<file path="src/rtl/tdc_ctrl.sv">
module tdc_ctrl #(
  parameter int NCH = 2,
  parameter int TAP_W = 4,
  parameter int PERIOD_PS = 10000,
  localparam int QW = $clog2(PERIOD_PS + 1),
  localparam int DW = QW + TAP_W,
  localparam int CW = (NCH > 1) ? $clog2(NCH) : 1
) (
  input  logic                 clk,
  input  logic                 rst_n,
  input  logic                 reg_wr,
  input  logic [7:0]           reg_wdata,
  output logic [7:0]           reg_rdata,
  input  logic [NCH*TAP_W-1:0] taps,
  output logic                 ch_enable,
  output logic                 ch_restore,
  output logic                 ch_calib,
  output logic                 tbl_we,
  output logic [CW-1:0]        tbl_sel,
  output logic [TAP_W-1:0]     tbl_addr,
  output logic [DW-1:0]        tbl_data
);
  localparam int DCW = (QW > 1) ? $clog2(QW) : 1;
  localparam logic [1:0] S_INIT = 2'd0, S_IDLE = 2'd1, S_CAL = 2'd2, S_RUN = 2'd3;
  localparam logic [1:0] P_LOAD = 2'd0, P_DIV = 2'd1, P_WR = 2'd2;

  logic [1:0] state, phase;
  logic run_b, cal_b, init_b;
  logic [CW-1:0] ch_idx;
  logic [DCW-1:0] dcnt;
  logic [TAP_W:0] rem, sh, diff;
  logic [QW-1:0] quo;
  logic [TAP_W-1:0] dvs, addr;
  logic geq, last_ch, last_addr, cal_done;

  assign sh        = {rem[TAP_W-1:0], quo[QW-1]};
  assign diff      = sh - {1'b0, dvs};
  assign geq       = sh >= {1'b0, dvs};
  assign last_ch   = ch_idx == CW'(NCH - 1);
  assign last_addr = &addr;
  assign cal_done  = state == S_CAL && phase == P_WR && last_addr && last_ch;

  assign ch_enable  = state == S_RUN;
  assign ch_restore = state == S_INIT;
  assign ch_calib   = state == S_CAL;
  assign tbl_we     = state == S_CAL && phase == P_WR;
  assign tbl_sel    = ch_idx;
  assign tbl_addr   = addr;
  assign tbl_data   = DW'(quo) * DW'(addr);
  assign reg_rdata  = {state, 1'b0, init_b, 2'b00, cal_b, run_b};

  always_ff @(posedge clk) begin
    if (!rst_n) begin
      run_b <= 1'b0; cal_b <= 1'b0; init_b <= 1'b0;
    end else begin
      if (state == S_INIT) begin
        run_b <= 1'b0; cal_b <= 1'b0; init_b <= 1'b0;
      end else if (cal_done) cal_b <= 1'b0;
      if (reg_wr) begin
        run_b <= reg_wdata[0]; cal_b <= reg_wdata[1]; init_b <= reg_wdata[4];
      end
    end
  end

  always_ff @(posedge clk) begin
    if (!rst_n) state <= S_INIT;
    else if (state == S_INIT) state <= S_IDLE;
    else if (init_b) state <= S_INIT;
    else begin
      case (state)
        S_IDLE: if (cal_b) state <= S_CAL; else if (run_b) state <= S_RUN;
        S_RUN:  if (!run_b) state <= S_IDLE;
        S_CAL:  if (cal_done) state <= S_IDLE;
        default: state <= S_IDLE;
      endcase
    end
  end

  always_ff @(posedge clk) begin
    if (!rst_n || state != S_CAL) begin
      phase <= P_LOAD; ch_idx <= '0; dcnt <= '0; addr <= '0;
      rem <= '0; quo <= '0; dvs <= '0;
    end else begin
      case (phase)
        P_LOAD: begin
          rem <= '0;
          quo <= QW'(PERIOD_PS);
          dvs <= taps[int'(ch_idx)*TAP_W +: TAP_W];
          dcnt <= '0;
          phase <= P_DIV;
        end
        P_DIV: begin
          rem <= geq ? diff : sh;
          quo <= {quo[QW-2:0], geq};
          dcnt <= dcnt + 1'b1;
          if (dcnt == DCW'(QW - 1)) begin
            phase <= P_WR; addr <= '0;
          end
        end
        default: begin
          addr <= addr + 1'b1;
          if (last_addr) begin
            ch_idx <= ch_idx + 1'b1; phase <= P_LOAD;
          end
        end
      endcase
    end
  end

  assert_init_leaves_R2: assert property (@(posedge clk) disable iff (!rst_n)
    state == S_INIT |=> state == S_IDLE);
  assert_force_init_R6: assert property (@(posedge clk) disable iff (!rst_n)
    (init_b && state != S_INIT) |=> state == S_INIT);
  assert_run_entry_R4: assert property (@(posedge clk) disable iff (!rst_n)
    $rose(ch_enable) |-> $past(run_b));
  assert_addr_step_R8: assert property (@(posedge clk) disable iff (!rst_n)
    (tbl_we && !init_b && !last_addr) |=> (tbl_we && tbl_addr == $past(tbl_addr) + 1'b1));
  assert_div_first_R7: assert property (@(posedge clk) disable iff (!rst_n)
    $rose(tbl_we) |-> $past(phase) == P_DIV);
  assert_cal_exit_R9: assert property (@(posedge clk) disable iff (!rst_n)
    (state == S_IDLE && $past(state) == S_CAL && !$past(reg_wr)) |-> !cal_b);
endmodule

</file>
<file path="config.mk">
export PLATFORM = sky130hd
export DESIGN_NAME = tdc_ctrl
export DESIGN_NICKNAME = d
export VERILOG_FILES = /design/src/rtl/tdc_ctrl.sv
export SDC_FILE = /design/constraint.sdc
export NUM_CORES = 1
export LEC_CHECK = 0
export BUFFER_PORTS_ARGS = -buffer_cell sky130_fd_sc_hd__buf_2
export CAP_MARGIN = 20
export CORE_MARGIN = 10
export CORE_UTILIZATION = 50
export CTS_CLUSTER_SIZE = 30
export DETAILED_ROUTE_END_ITERATION = 16
export PLACE_DENSITY = 0.72
export SLEW_MARGIN = 25
export SYNTH_ARGS = -nofsm -noshare
export SYNTH_HDL_FRONTEND = slang
export SYNTH_SLANG_ARGS = --single-unit
</file>
<file path="constraint.sdc">
create_clock -name clk -period 5.3 [get_ports clk]
set_input_delay 0 -clock clk [delete_from_list [all_inputs] [get_ports clk]]
set_output_delay 0 -clock clk [all_outputs]
set_load 0.05 [all_outputs]
</file>
==> results.yml <==
outcome:
  status: "finished clean"
floorplan:
  start_util: 0.5168
  rows: 30
  die_height_um: 104.0
  die_w_um: 104.0
  boundaryPins: 54
  die_area_sq_um: 10820
  coreArea_sq_um: 6832
clock_tree:
  clockBufferDepth: 2
  cts_tree: "yes"
  cts_htree_levels: 2
  cts.sinks: 38
  cts_buffers: 5
  post_cts_buffers: 0
  clkTransAtPathRegs_ns: 0.08
  cts_root_buf: "clkbuf_8"
  clkLatencyLatePin_ns: 0.29
sta:
  worst-slew-pin-transition_ns: 0.9138
  setup_violations: 0
  min_period_over_period: 0.7769
  skew_ns: 0.007534
  period_minus_slack_ns: 4.118
  slew_headroom: 0.3900
  max_clock_freq_mhz: 242.9
  rsz0062_at_grt: "false"
  hold_violations: 0
  maxSlewViolCount: 0
  setup_tns_ns: 0
  setup_slack_ns: 1.182
setup_path:
  crit_path_end_kind: "primary output"
  cp_slowest_stage_delay_ns: 0.73
  path_max_fanout: 21
  crit_top_cell: "fa_1"
  regToRegEndpoint: "rem[3]"
  crit_path_top_delay_cell: "dfxtp_1"
  r2r_cells: 4
  worstPathCellList: "nand2_1 -> fa_1 -> inv_1 -> fa_1 -> fa_1 -> a21o_2 -> a221o_2 -> a31oi_4 -> o21ai_2 -> xnor2_1 -> buf_2"
  setup.worst_path.class: "reg2out"
  crit_path_end: "tbl_data[12]"
  rrSetupSlack_ns: 3.20
  worstReg2RegStart: "phase[1]"
  worst_ep_required_time_ns: 5.30
  startpoint_type: "flip-flop"
  arrival_ns: 4.12
  crit_start: "tbl_addr[3]"
synth:
  ys.flop_type: "dfxtp_1"
  syn-instance-count: 431
  syn_area_per_cell_sq_um: 8.192
  yosysWarnings: 0
  ys_seq_area_frac: 0.2155
  synth_seq_cells: 38
  synth_area_sq_um: 3531
  async_reset_ff_frac: 0
  netlist-cell-type-count: 56
  synth-edff-count: 0
drt:
  antenna_left: 0
  wirelength_mm: 7.304
  first_iter_violations: 142
  drcViolationCount: 0
  vias_per_cell: 5.193
  num_vias: 2929
  wl_per_cell_um: 12.95
  firstDrtPassIters: 4
placement:
  post-place-ws_ns: 1.485
  dpl.hpwl_mm: 5.737
  gp_congestion: 0.8195
  numPortBuffers: 45
grt:
  grtUsageTotal: 0.1330
  grt_pass1_vias: 3005
  grt-ovfl-total: 0
  grt_pass1_wl_mm: 12.90
  grt_max_degree: 29
  antenna_found_initial: 0
layout:
  register_area_sq_um: 760.7
  multi_input_area_sq_um: 2467
  drive_gt1_frac: 0.1368
  diodes: 0
  synthToLayoutAreaGrowth_pct: 11.16
  fill_cells: 659
  nNetsFinal: 540
pwr:
  leakagePower_nw: 1.853
  vdd_ir_drop_max_uv: 130.2
  power_density_nw_per_um2: 150.2
job:
  drv_cap: 0
worst_hold_path:
  hold_path_class: "in2reg"
[synth_stat cells (2+ instances only)]
cell type  instances  area (sq um)
buf_4              6         45.04
or3_1              4         25.02
nor2b_1            6         37.54
dfxtp_1           38         760.7
nand3_1           11         55.05
o211ai_1           2         15.01
nor3b_1            4         30.03
ha_1              29         362.9
buf_2              4         20.02
xnor2_1            7         61.31
buf_1              2         7.510
a22oi_1           10         75.07
and3_1             5         31.28
o21ai_2            2         17.52
nand4_1            2         12.51
nor2_1            37         138.9
a21o_1             3         22.52
a211oi_1           4         30.03
and2_1            43         269.0
nor3_1             5         25.02
mux2i_1            5         50.05
a32o_1             2         20.02
inv_1             49         183.9
clkbuf_1          10         37.54
a21oi_1           22         110.1
xor2_1             8         70.07
nand2_1           35         131.4
o21ai_0           16         80.08
a31oi_1            5         31.28
o22ai_1            5         31.28
fa_1              25         500.5
[sequential cells by signal, summed over array words and instances, names as in the netlist]
name      cells
cal_b         1
state         2
init_b        1
run_b         1
phase         2
tbl_sel       1
tbl_addr      4
dvs           4
rem           4
dcnt          4
quo          14
[how the worst min path moves through the flow]
stage | to | depth (start not counted) | from
floorplan | cal_b | 2 | reg_wr
global route | run_b | 3 | reg_wr
CTS | run_b | 3 | reg_wr
detailed placement | run_b | 3 | reg_wdata[0]
global placement | run_b | 3 | reg_wdata[0]
finish | run_b | 3 | reg_wr
[per-layer routing]
metal,part of all wire,GRT usage,vias up
met2,0.46,0.2270,75
li1,-,-,1504
met4,0.015,0.04374,0
met5,0,0,-
met3,0.051,0.02850,8
met1,0.48,0.1613,1342
[report_power, final]
part / total, mW / switching (mW) / internal (mW) / leakage (nW)
logic: 0.0599 / 0.0413 / 0.0186 / 1.49
registers: 0.298 / 0.00716 / 0.291 / 0.307
clock network: 0.232 / 0.100 / 0.131 / 0.0575
[critical path: cells and delay by family, from the launching register on]
family | cells | cell delay (ns)
adder cells (fa/ha/maj) | 3 | 1.56
AO/OA/AOI/OAI | 4 | 0.92
flip-flops | 1 | 0.73
buffers and inverters | 2 | 0.32
XOR/XNOR | 1 | 0.12
AND/OR/NAND/NOR | 1 | 0.17
[stage by stage]
step | cells | power, mW | util | hold slack, ns | area [sq um]
after floorplan | 433 | 0.3478 | - | 0.1358 | 3538
after global routing | 564 | 0.6050 | 0.5745 | 0.06190 | 3925
after global placement | 551 | 0.3598 | 0.5511 | 0.2398 | 3765
after detailed placement | 551 | 0.3615 | 0.5511 | 0.2425 | 3765
after CTS | 564 | 0.5933 | 0.5745 | 0.01627 | 3925
final | 564 | 0.5894 | 0.5745 | 0.01255 | 3925
[cells in the final DEF, fill, tap and decap left out, types with 2 or more instances in the layout]
| cell | instances |
|---|---|
| dlygate4sd3_1 | 5 |
| dfxtp_1 | 38 |
| a32o_1 | 2 |
| nand2_1 | 35 |
| nor2b_1 | 6 |
| and3_1 | 5 |
| a21oi_1 | 22 |
| inv_1 | 49 |
| a21o_1 | 3 |
| ha_1 | 29 |
| nor3_1 | 5 |
| nand3_1 | 11 |
| nand4_1 | 2 |
| conb_1 | 3 |
| o211ai_1 | 2 |
| o22ai_1 | 5 |
| mux2i_1 | 5 |
| a211oi_1 | 4 |
| a31oi_1 | 5 |
| nor2_1 | 37 |
| or3_1 | 4 |
| nor3b_1 | 4 |
| buf_2 | 45 |
| xor2_1 | 8 |
| and2_1 | 43 |
| o21ai_0 | 16 |
| o21ai_2 | 2 |
| clkbuf_8 | 8 |
| fa_1 | 25 |
| xnor2_1 | 7 |
| a22oi_1 | 10 |
[cell type report]
type,instances,share of cell area
multi-input combinational,322,0.6286
sequential,38,0.1938
timing repair buffer,51,0.07204
inverter,49,0.04686
tap,96,0.03060
clock buffer,8,0.02805
[logic make-up (layout without fill, tap and decap cells)]
logic type,Yosys count,count (layout),share of synthesized area
multiplexers,5,5,0.01417
buffers and inverters,73,108,0.08788
AO/OA/AOI/OAI,86,86,0.1680
other,1,3,0.001062
adder cells (fa/ha/maj),54,54,0.2445
XOR/XNOR,15,15,0.03721
AND/OR/NAND/NOR,159,159,0.2318
flip-flops,38,38,0.2155
[what timing repair did]
action,CTS,global route
endpoints found under the setup margin,0,0
hold buffers,5,0
resized for setup,0,0
hold endpoints to repair,4,0
Power figures use the tool's default switching activity.
